**config.mk**
```make
export PLATFORM = sky130hd
export DESIGN_NAME = vfu_masked_lane
export DESIGN_NICKNAME = d
export VERILOG_FILES = /design/src/rtl/vfu_pkg.sv /design/src/rtl/vfu_pipe.sv /design/src/rtl/vfu_seq.sv /design/src/rtl/vfu_masked_lane.sv
export SDC_FILE = /design/constraint.sdc
export NUM_CORES = 1
export LEC_CHECK = 0
export BUFFER_PORTS_ARGS = -buffer_cell sky130_fd_sc_hd__buf_2
export CORE_MARGIN = 8
export CORE_UTILIZATION = 30
export DETAILED_ROUTE_END_ITERATION = 16
export HOLD_SLACK_MARGIN = 0.12
export SYNTH_ARGS = -nofsm -noshare
export SYNTH_HDL_FRONTEND = slang
export SYNTH_HIERARCHICAL = 1
export SYNTH_SLANG_ARGS = --single-unit
```
**constraint.sdc**
```tcl
create_clock -name clk -period 21.8 [get_ports clk]
set_input_delay 3.27 -clock clk [delete_from_list [all_inputs] [get_ports clk]]
set_output_delay 3.27 -clock clk [all_outputs]
set_load 0.005 [all_outputs]
```
**src/rtl/vfu_pkg.sv**
```systemverilog
package vfu_pkg;

  typedef enum logic [2:0] {
    VOP_ADD   = 3'd0,
    VOP_SUB   = 3'd1,
    VOP_MUL   = 3'd2,
    VOP_ADDS  = 3'd3,
    VOP_SUBS  = 3'd4,
    VOP_MULS  = 3'd5,
    VOP_CMPEQ = 3'd6,
    VOP_MSKLD = 3'd7
  } vop_e;

  function automatic logic op_is_mul(vop_e o);
    return (o == VOP_MUL) || (o == VOP_MULS);
  endfunction

  function automatic logic op_is_sub(vop_e o);
    return (o == VOP_SUB) || (o == VOP_SUBS);
  endfunction

  function automatic logic op_uses_scalar(vop_e o);
    return (o == VOP_ADDS) || (o == VOP_SUBS) || (o == VOP_MULS);
  endfunction

endpackage

```
**src/rtl/vfu_pipe.sv**
```systemverilog
module vfu_pipe #(
  parameter int W   = 8,
  parameter int LAT = 6
) (
  input  logic         clk,
  input  logic         rst_n,
  input  logic         in_v,
  input  logic [W-1:0] in_d,
  output logic         out_v,
  output logic [W-1:0] out_d
);
  logic [LAT-1:0] v_q;
  logic [W-1:0]   d_q [LAT];

  always_ff @(posedge clk) begin
    if (!rst_n) begin
      v_q[0] <= 1'b0;
      d_q[0] <= '0;
    end else begin
      v_q[0] <= in_v;
      d_q[0] <= in_d;
    end
  end

  for (genvar k = 1; k < LAT; k++) begin : g_stage
    always_ff @(posedge clk) begin
      if (!rst_n) begin
        v_q[k] <= 1'b0;
        d_q[k] <= '0;
      end else begin
        v_q[k] <= v_q[k-1];
        d_q[k] <= d_q[k-1];
      end
    end
  end

  assign out_v = v_q[LAT-1];
  assign out_d = d_q[LAT-1];
endmodule

```
**src/rtl/vfu_seq.sv**
```systemverilog
module vfu_seq #(
  parameter int MAXVL = 64,
  localparam int IW  = $clog2(MAXVL),
  localparam int VLW = $clog2(MAXVL + 1)
) (
  input  logic           clk,
  input  logic           rst_n,
  input  logic           start,
  input  logic [VLW-1:0] vl,
  input  logic           fin,
  output logic           busy,
  output logic           done,
  output logic           issue_valid,
  output logic [IW-1:0]  issue_idx,
  output logic           issue_last
);
  logic [IW-1:0]  cnt_q;
  logic [VLW-1:0] len_q;
  logic           issuing_q;
  logic           zero_q;

  assign issue_valid = issuing_q;
  assign issue_idx   = cnt_q;
  assign issue_last  = issuing_q && (VLW'(cnt_q) == len_q - VLW'(1));

  always_ff @(posedge clk) begin
    if (!rst_n) begin
      busy      <= 1'b0;
      done      <= 1'b0;
      issuing_q <= 1'b0;
      zero_q    <= 1'b0;
      cnt_q     <= '0;
      len_q     <= '0;
    end else begin
      done <= 1'b0;
      if (start) begin
        busy      <= 1'b1;
        issuing_q <= (vl != '0);
        zero_q    <= (vl == '0);
        cnt_q     <= '0;
        len_q     <= vl;
      end else if (busy) begin
        if (issuing_q) begin
          cnt_q <= cnt_q + IW'(1);
          if (issue_last) issuing_q <= 1'b0;
        end
        if (fin || zero_q) begin
          busy   <= 1'b0;
          done   <= 1'b1;
          zero_q <= 1'b0;
        end
      end
    end
  end

  a_r7_done_follows_busy: assert property (@(posedge clk) disable iff (!rst_n)
    done |-> ($past(busy) && !busy)) else $error("done without preceding busy");
  a_r12_no_restart: assert property (@(posedge clk) disable iff (!rst_n)
    start |-> !busy) else $error("start accepted while busy");
  a_r5_consecutive_idx: assert property (@(posedge clk) disable iff (!rst_n)
    (issue_valid && $past(issue_valid)) |-> (issue_idx == $past(issue_idx) + IW'(1)))
    else $error("issue index skipped");
  a_r5_issue_in_busy: assert property (@(posedge clk) disable iff (!rst_n)
    issue_valid |-> busy) else $error("issue outside busy");
endmodule

```
**src/rtl/vfu_masked_lane.sv**
```systemverilog
module vfu_masked_lane
  import vfu_pkg::*;
#(
  parameter int EW      = 16,
  parameter int NREG    = 4,
  parameter int MAXVL   = 64,
  parameter int ADD_LAT = 6,
  parameter int MUL_LAT = 7,
  localparam int IW  = $clog2(MAXVL),
  localparam int VLW = $clog2(MAXVL + 1),
  localparam int RW  = $clog2(NREG)
) (
  input  logic             clk,
  input  logic             rst_n,
  input  logic             cmd_valid,
  input  logic [2:0]       cmd_op,
  input  logic [RW-1:0]    cmd_dst,
  input  logic [RW-1:0]    cmd_src_a,
  input  logic [RW-1:0]    cmd_src_b,
  input  logic [EW-1:0]    cmd_scalar,
  input  logic [VLW-1:0]   cmd_vl,
  input  logic             cmd_masked,
  input  logic [MAXVL-1:0] mask_src,
  output logic [RW-1:0]    rd_a_reg,
  output logic [RW-1:0]    rd_b_reg,
  output logic [IW-1:0]    rd_idx,
  input  logic [EW-1:0]    rd_a_data,
  input  logic [EW-1:0]    rd_b_data,
  output logic             wr_en,
  output logic [RW-1:0]    wr_reg,
  output logic [IW-1:0]    wr_idx,
  output logic [EW-1:0]    wr_data,
  output logic             wr_ovf,
  output logic             fwd_valid,
  output logic [IW-1:0]    fwd_idx,
  output logic [EW-1:0]    fwd_data,
  output logic [MAXVL-1:0] mask_q,
  output logic             busy,
  output logic             done
);
  typedef struct packed {
    logic          last;
    logic          wen;
    logic          cmp;
    logic          eq;
    logic          ovf;
    logic [IW-1:0] idx;
    logic [EW-1:0] data;
  } elem_t;
  localparam int PW = $bits(elem_t);

  // signed add/sub with overflow in the top bit of the result
  function automatic logic [EW:0] f_addsub(logic [EW-1:0] a, logic [EW-1:0] b, logic sub);
    logic [EW-1:0] r;
    logic          ov;
    r  = sub ? (a - b) : (a + b);
    ov = sub ? ((a[EW-1] != b[EW-1]) && (r[EW-1] != a[EW-1]))
             : ((a[EW-1] == b[EW-1]) && (r[EW-1] != a[EW-1]));
    return {ov, r};
  endfunction

  function automatic logic [EW:0] f_mul(logic [EW-1:0] a, logic [EW-1:0] b);
    logic signed [2*EW-1:0] p;
    logic                   ov;
    p  = $signed(a) * $signed(b);
    ov = !((&p[2*EW-1:EW-1]) || !(|p[2*EW-1:EW-1]));
    return {ov, p[EW-1:0]};
  endfunction

  vop_e           op_q;
  logic [RW-1:0]  dst_q, srca_q, srcb_q;
  logic [EW-1:0]  sc_q;
  logic           msk_q;
  logic [VLW-1:0] vl_eff;
  logic           start, ld_acc, fin;
  logic           issue_valid, issue_last;
  logic [IW-1:0]  issue_idx;
  elem_t          in_e, out_e;
  logic [PW-1:0]  add_d, mul_d;
  logic           add_v, mul_v, out_v;
  logic [EW-1:0]  b_op;
  logic [EW:0]    res;

  assign start  = cmd_valid && !busy && (vop_e'(cmd_op) != VOP_MSKLD);
  assign ld_acc = cmd_valid && !busy && (vop_e'(cmd_op) == VOP_MSKLD);
  assign vl_eff = (cmd_vl > VLW'(MAXVL)) ? VLW'(MAXVL) : cmd_vl;

  always_ff @(posedge clk) begin
    if (!rst_n) begin
      op_q   <= VOP_ADD;
      dst_q  <= '0;
      srca_q <= '0;
      srcb_q <= '0;
      sc_q   <= '0;
      msk_q  <= 1'b0;
    end else if (start) begin
      op_q   <= vop_e'(cmd_op);
      dst_q  <= cmd_dst;
      srca_q <= cmd_src_a;
      srcb_q <= cmd_src_b;
      sc_q   <= cmd_scalar;
      msk_q  <= cmd_masked;
    end
  end

  vfu_seq #(.MAXVL(MAXVL)) u_seq (
    .clk(clk), .rst_n(rst_n), .start(start), .vl(vl_eff), .fin(fin),
    .busy(busy), .done(done), .issue_valid(issue_valid),
    .issue_idx(issue_idx), .issue_last(issue_last)
  );

  assign rd_a_reg = srca_q;
  assign rd_b_reg = srcb_q;
  assign rd_idx   = issue_idx;

  always_comb begin
    b_op     = op_uses_scalar(op_q) ? sc_q : rd_b_data;
    res      = op_is_mul(op_q) ? f_mul(rd_a_data, b_op)
                               : f_addsub(rd_a_data, b_op, op_is_sub(op_q));
    in_e.last = issue_last;
    in_e.cmp  = (op_q == VOP_CMPEQ);
    in_e.eq   = (rd_a_data == rd_b_data);
    in_e.wen  = !in_e.cmp && (!msk_q || mask_q[issue_idx]);
    in_e.ovf  = res[EW] && in_e.wen;
    in_e.idx  = issue_idx;
    in_e.data = res[EW-1:0];
  end

  vfu_pipe #(.W(PW), .LAT(ADD_LAT)) u_pipe_add (
    .clk(clk), .rst_n(rst_n), .in_v(issue_valid && !op_is_mul(op_q)), .in_d(in_e),
    .out_v(add_v), .out_d(add_d)
  );
  vfu_pipe #(.W(PW), .LAT(MUL_LAT)) u_pipe_mul (
    .clk(clk), .rst_n(rst_n), .in_v(issue_valid && op_is_mul(op_q)), .in_d(in_e),
    .out_v(mul_v), .out_d(mul_d)
  );

  assign out_v = add_v || mul_v;
  assign out_e = mul_v ? elem_t'(mul_d) : elem_t'(add_d);
  assign fin   = out_v && out_e.last;

  always_ff @(posedge clk) begin
    if (!rst_n)                   mask_q <= '0;
    else if (ld_acc)              mask_q <= mask_src;
    else if (out_v && out_e.cmp)  mask_q[out_e.idx] <= out_e.eq;
  end

  assign wr_en     = out_v && out_e.wen;
  assign wr_reg    = dst_q;
  assign wr_idx    = out_e.idx;
  assign wr_data   = out_e.data;
  assign wr_ovf    = out_v && out_e.ovf;
  assign fwd_valid = wr_en;
  assign fwd_idx   = wr_idx;
  assign fwd_data  = wr_data;

  a_r4_masked_write: assert property (@(posedge clk) disable iff (!rst_n)
    wr_en |-> (!msk_q || mask_q[wr_idx])) else $error("write to masked-off element");
  a_r10_ovf_needs_write: assert property (@(posedge clk) disable iff (!rst_n)
    wr_ovf |-> wr_en) else $error("overflow on unwritten element");
  a_r7_write_in_busy: assert property (@(posedge clk) disable iff (!rst_n)
    out_v |-> busy) else $error("pipeline output outside busy");
  a_r6_one_pipe: assert property (@(posedge clk) disable iff (!rst_n)
    !(add_v && mul_v)) else $error("both pipelines emit at once");
  a_r9_mask_idle_stable: assert property (@(posedge clk) disable iff (!rst_n)
    (!busy && !ld_acc && !out_v) |=> $stable(mask_q)) else $error("mask changed while idle");
endmodule

```
# Word level (Yosys, flattened, before mapping)
# Memories as Yosys holds them, arrays and structs flattened.
# Index checks and enable logic that the tools add are counted.
dict set report word_totals {
  elab_cells 144
  regBits 120
  input_bits 132
  ram_bits 351
  memories 2
  out_inout_bits 125
}
# memory words word_bits read_ports rd_clocked_by_memory_dff wr line_no
set memory_table {}
lappend memory_table {u_pipe_mul.d_q 7 27 7 0 7 vfu_pipe.sv:13} ;# logic [W-1:0] d_q [LAT];
lappend memory_table {u_pipe_add.d_q 6 27 6 0 6 vfu_pipe.sv:13}
dict set report op_classes {
  magnitude_cmp 4
  mul 1
  n_reduce_logical 40
  addsub 4
  n_bitwise 15
  mux 39
  eq_ne 13
}
# operator n
set op_table {}
lappend op_table {{27-bit 2-to-1 mux} 14}
lappend op_table {{64-bit 2-to-1 mux} 2}
lappend op_table {{64-bit bitwise mux} 1}
lappend op_table {{16-bit by 16-bit multiplier with 32-bit output} 1}
lappend op_table {{16-bit 2-to-1 mux} 2}
lappend op_table {{17-bit 2-to-1 mux} 1}
lappend op_table {{17-bit AND reduction} 1}
lappend op_table {{17-bit OR reduction} 1}
lappend op_table {{16-bit adder} 1}
lappend op_table {{16-bit equality test} 1}
lappend op_table {{1-bit 2-to-1 mux} 16}
lappend op_table {{16-bit subtractor} 1}
lappend op_table {{1-bit logical AND} 15}
lappend op_table {{6-bit by 7-bit less-than comparator with 1-bit output, second input constant} 2}
lappend op_table {{1-bit OR} 13}
lappend op_table {{3-bit equality test, second input constant} 4}
lappend op_table {{1-bit logical OR} 8}
lappend op_table {{6-bit by 7-bit equality test with 1-bit output} 1}
lappend op_table {{7-bit > comparator, second input constant} 1}
lappend op_table {{7-bit logical NOT} 1}
lappend op_table {{7-bit 2-to-1 mux} 1}
lappend op_table {{7-bit nonzero test} 1}
lappend op_table {{7-bit by 1-bit subtractor with 7-bit output, second input constant} 1}
lappend op_table {{6-bit by 1-bit adder with 6-bit output, second input constant} 1}
lappend op_table {{other kinds (14)} 25}

# Logic depth before layout (Yosys ltp)
dict set report depth {
  word_depth 12
  ltp_mapped 33
  ltp_nobuf 28
}

# Modules after synthesis
# The synthesis kept the hierarchy.
# mod cells_each seq_area_each_um2 instances area_each_um2
set by_module_without_submodules {}
lappend by_module_without_submodules {vfu_masked_lane 1849 1801.7 1 16445.8}
lappend by_module_without_submodules {{vfu_pipe (u_pipe_mul)} 413 3923.8 1 5330.1}
lappend by_module_without_submodules {{vfu_pipe (u_pipe_add)} 381 3363.2 1 4788.3}
lappend by_module_without_submodules {vfu_seq 100 340.3 1 923.4}

# Worst setup path after synthesis
# Ideal clock, no wire load.
dict set report synth_path {
  path_type {input to register}
  from {input port rd_a_data[15]}
  to {memory u_pipe_add/d_q[0][22] (netlist name)}
  required_time_ns 21.685
  path_stages 22
  path_buffers 2
  slack_ns 11.953
  setup_time_ns 0.115
  arrival_time_ns 9.732
  cell_sequence {clkbuf_1 -> clkinv_1 -> nor2_1 -> fa_1 -> fa_1 -> inv_1 -> fa_1 -> fa_1 -> fa_1 -> fa_1 -> inv_1 -> ha_1 -> clkbuf_1 -> a21o_1 -> a21oi_1 -> or3b_2 -> o211ai_1 -> xor2_1 -> nand4b_1 -> nor4b_2 -> o31ai_1 -> and2_1}
}
# item line_no
set synth_rtl {}
lappend synth_rtl {{start, declared} vfu_masked_lane.sv:27} ;# input logic [EW-1:0] rd_a_data,
lappend synth_rtl {{end, declared} vfu_pipe.sv:13}

==> metrics.md <==
| Metric | Value |
|---|---|
| Run status | `complete, no violations` |
| Library cell with the largest summed area after synthesis | `sky130_fd_sc_hd__dfxtp_1` |
| Clock tree from TritonCTS | `built` |
| Arrival time at the worst endpoint | `10.36 ns` |
| Number of routed nets with antenna violations | `0` |
| Buffers inserted during post-CTS setup optimization | `0` |
| Hold bufs inserted after CTS | `0` |
| Wire length of the first global-routing pass | `115500 um` |
| Measured slew at the worst slew-check pin | `0.9941 ns` |
| Nature of the critical path startpoint | `primary input` |
| Final number of hold-violating endpoints | `0` |
| Slowest cell on the critical path | `sky130_fd_sc_hd__fa_1` |
| Leading register cell type out of synthesis | `sky130_fd_sc_hd__dfxtp_1` |
| Worst path required time | `22.26 ns` |
| Drt drc | `0` |
| Largest Register | `u_pipe_mul/d_q` |
| Via count of the first global-routing pass | `18854` |
| Number of buffers added by the clock tree synthesis step | `49` |
| Count of buffers from port buffering | `256` |
| Maximum number of pins on one net before global-route repair | `140` |
| Largest regs | `u_pipe_mul/d_q: 189 flops, u_pipe_add/d_q: 162 flops, mask_q: 64 flops` |
| Total congestion overflow after global routing | `0` |
| Most common cell after layout, fill and taps aside | `sky130_fd_sc_hd__dfxtp_1` |
| Number of buffers between clock root and the deepest sink | `3` |
| Post-route setup TNS | `0 ns` |
| Core Footprint | `0.09125 mm^2` |
| Source-to-sink clock delay at the later pin of the worst-skew pair | `0.60 ns` |
| Instance count after placement with tap cells included | `4024` |
| Setup repair after global routing missed its margin | `false` |
| Placed wire-length estimate | `56090 um` |
| Chip width | `318.7 um` |
| Number of gates resized after cts | `0` |
| Setup clock skew after layout | `0.03850 ns` |
| Reg clk slew, reported paths | `0.06 ns` |
| Area share of the leading cell type in the synthesized netlist | `0.3430` |
| Biggest area contributors in the synthesized netlist | `sky130_fd_sc_hd__dfxtp_1 (34%), sky130_fd_sc_hd__fa_1 (19%), sky130_fd_sc_hd__and2_1 (10%)` |
| Critical Path End Type | `flip-flop` |
| Cell variety after synth | `71` |
| Total global routing track utilization | `0.1442` |
| H-tree level count | `2` |
| Cells after synthesis | `2743` |
| Die area | `0.1016 mm^2` |
| Starting utilization of the core area | `0.3012` |
| Share of flip-flops with an asynchronous set or reset | `0` |
| Number of standard cells in the final layout excluding fillers | `4115` |
| Minimum period implied by the final worst setup slack | `9.899 ns` |
| Number of enable-type register cells in the synthesized netlist | `0` |
| Global placer's final weighted congestion | `0.9117` |
| Die Ht | `318.7 um` |
| Detailed-route vias per instance | `4.689` |
| Most frequent cells in the layout | `sky130_fd_sc_hd__dfxtp_1 (470), sky130_fd_sc_hd__and2_1 (438), sky130_fd_sc_hd__fa_1 (263), sky130_fd_sc_hd__inv_1 (262), sky130_fd_sc_hd__nand2_1 (259)` |
| Average wire per standard cell | `18.33 um` |
| Share of cells above drive strength 1 | `0.1487` |
| Root cell of the clock tree | `sky130_fd_sc_hd__clkbuf_16` |
| Peak per-stage delay on the critical path | `0.92 ns` |
| Type of the worst min-delay path | `reg2reg` |
| Count of pins on the block boundary | `257` |
| Pins Over Slew Limit | `0` |
| Count of fill cells added during filler insertion | `9280` |
| Most frequent cell on the critical path | `sky130_fd_sc_hd__fa_1` |
| Average instance area after synthesis | `10.02 um^2` |
| Nets | `3386` |
| Crit path max fanout | `15` |
| Final setup margin | `11.90 ns` |
| DR iter-0 viols | `1652` |
| Max reg flops | `189` |
| Maxcap violations | `0` |
| Number of vias in the routed layout | `19297` |
| CP Cell Sequence | `buf_2 -> clkinv_1 -> nor2_1 -> fa_1 -> fa_1 -> inv_1 -> fa_1 -> fa_1 -> fa_1 -> fa_1 -> inv_1 -> ha_1 -> o21ai_0 -> o21ai_0 -> o2111ai_1 -> a21bo_2 -> o21ai_0 -> a31oi_1 -> nor2b_1 -> nand4_1 -> nor4bb_1 -> o31ai_1 -> and2_1` |
| Final setup viols | `0` |
| Headroom to the max-slew limit | `0.3348` |
| Synthesized flop and latch total | `471` |
| Category of the critical setup timing path | `in2reg` |
| Maximum clock frequency | `101.0 MHz` |
| Layout Area Growth over Synthesis | `12.71%` |
| Syn nets | `3240` |
| Sequential share of the synthesized area | `0.3430` |
| Worst slack, placed | `11.23 ns` |
| Final critical-path share of the clock period | `0.4541` |
| Number of warnings printed during yosys synthesis | `6` |
| First-pass iteration count of the detailed router | `6` |
| Standard-cell row count | `111` |
| Initial antenna violation count | `10` |
| Final wirelength | `75430 um` |
| Post-Synthesis Cell Area | `0.02749 mm^2` |
| Clk sinks | `471` |
[stage by stage]
step | hold slack (ns) | instance area (um^2) | utilization
finish | 0.4018 | 30980 | 0.3395
detailed placement | 0.4122 | 29330 | 0.3214
floorplan | 0.4057 | 27490 | -
global route | 0.4120 | 30970 | 0.3394
global placement | 0.4086 | 29330 | 0.3214
CTS | 0.3963 | 30970 | 0.3394
[layout make-up]
type,count,area [um^2],share of cell area
inverters,266,998.5,0.03223
diodes,4,10.01,0.0003231
repair buffers,272,1411,0.04555
clock inverters,20,259.0,0.008360
well taps,1186,1484,0.04790
clock buffers,67,1385,0.04471
flip-flops and latches,471,9430,0.3044
multi-input cells,1829,16000,0.5166
[critical path: cells and delay by family]
| family | cells | cell delay (ns) |
|---|---|---|
| compound gates | 7 | 1.26 |
| fa+ha+maj | 7 | 3.87 |
| buf+inv | 4 | 0.88 |
| simple gates | 5 | 1.07 |
[path summary, 6_finish.rpt]
check / from / endpoint / slack, ns / depth (start not counted)
worst max-delay path: rd_a_data[15] / u_pipe_add/d_q[0][22]$_SDFF_PN0_ / 11.90 / 23
worst min-delay path: u_pipe_add/d_q[2][13]$_SDFF_PN0_ / u_pipe_add/d_q[2][40]$_SDFF_PN0_ / 0.40 / 1
worst min register to register: u_pipe_add/d_q[2][13]$_SDFF_PN0_ / u_pipe_add/d_q[2][40]$_SDFF_PN0_ / 0.40 / 1
worst max register to register: op_q[1]$_SDFFE_PN0P_ / u_pipe_add/d_q[0][22]$_SDFF_PN0_ / 13.33 / 26
[layer usage]
metal / wire [um] / global-route usage / up-vias / share of wire
li1: - / - / 9062 / -
met1: 34360 / 0.2027 / 9418 / 0.46
met2: 32470 / 0.2171 / 695 / 0.43
met3: 6557 / 0.03709 / 118 / 0.087
met4: 2020 / 0.04157 / 4 / 0.027
met5: 27 / 0 / - / 0.00036
[cells in the mapped netlist (6+ instances only)]
master and number:
sky130_fd_sc_hd__a211oi_1 6, sky130_fd_sc_hd__a21boi_0 87, sky130_fd_sc_hd__a21o_1 10, sky130_fd_sc_hd__a21oi_1 49, sky130_fd_sc_hd__a22oi_1 56, sky130_fd_sc_hd__a31oi_1 10, sky130_fd_sc_hd__and2_1 438, sky130_fd_sc_hd__buf_2 8
sky130_fd_sc_hd__buf_4 57, sky130_fd_sc_hd__buf_6 25, sky130_fd_sc_hd__clkbuf_1 82, sky130_fd_sc_hd__dfxtp_1 471, sky130_fd_sc_hd__fa_1 263, sky130_fd_sc_hd__ha_1 102, sky130_fd_sc_hd__inv_1 262, sky130_fd_sc_hd__mux2_2 34
sky130_fd_sc_hd__mux2i_1 24, sky130_fd_sc_hd__mux4_2 21, sky130_fd_sc_hd__nand2_1 259, sky130_fd_sc_hd__nand2b_1 15, sky130_fd_sc_hd__nand3_1 14, sky130_fd_sc_hd__nand4_1 8, sky130_fd_sc_hd__nor2_1 92, sky130_fd_sc_hd__nor2b_1 34
sky130_fd_sc_hd__nor3_1 13, sky130_fd_sc_hd__nor4_1 8, sky130_fd_sc_hd__o211ai_1 71, sky130_fd_sc_hd__o21a_1 6, sky130_fd_sc_hd__o21ai_0 37, sky130_fd_sc_hd__o21bai_1 7, sky130_fd_sc_hd__or2_2 11, sky130_fd_sc_hd__or3_1 7
sky130_fd_sc_hd__xnor2_1 70, sky130_fd_sc_hd__xor2_1 19
[kinds of logic (layout without fill, tap and decap cells)]
| group | Yosys count | count (layout) | synth area share |
|---|---|---|---|
| AO/OA/AOI/OAI | 373 | 373 | 0.09559 |
| XOR/XNOR | 89 | 89 | 0.02836 |
| adder cells (fa/ha/maj) | 365 | 365 | 0.2380 |
| buffers and inverters | 443 | 625 | 0.07547 |
| flip-flops | 471 | 471 | 0.3430 |
| multiplexers | 79 | 79 | 0.03987 |
| other | 0 | 4 | 0 |
| AND/OR/NAND/NOR | 923 | 923 | 0.1797 |
Power is left out: the tool's default activity adds up to more than one toggle a clock period on the data nets, which glitch-free logic cannot reach.
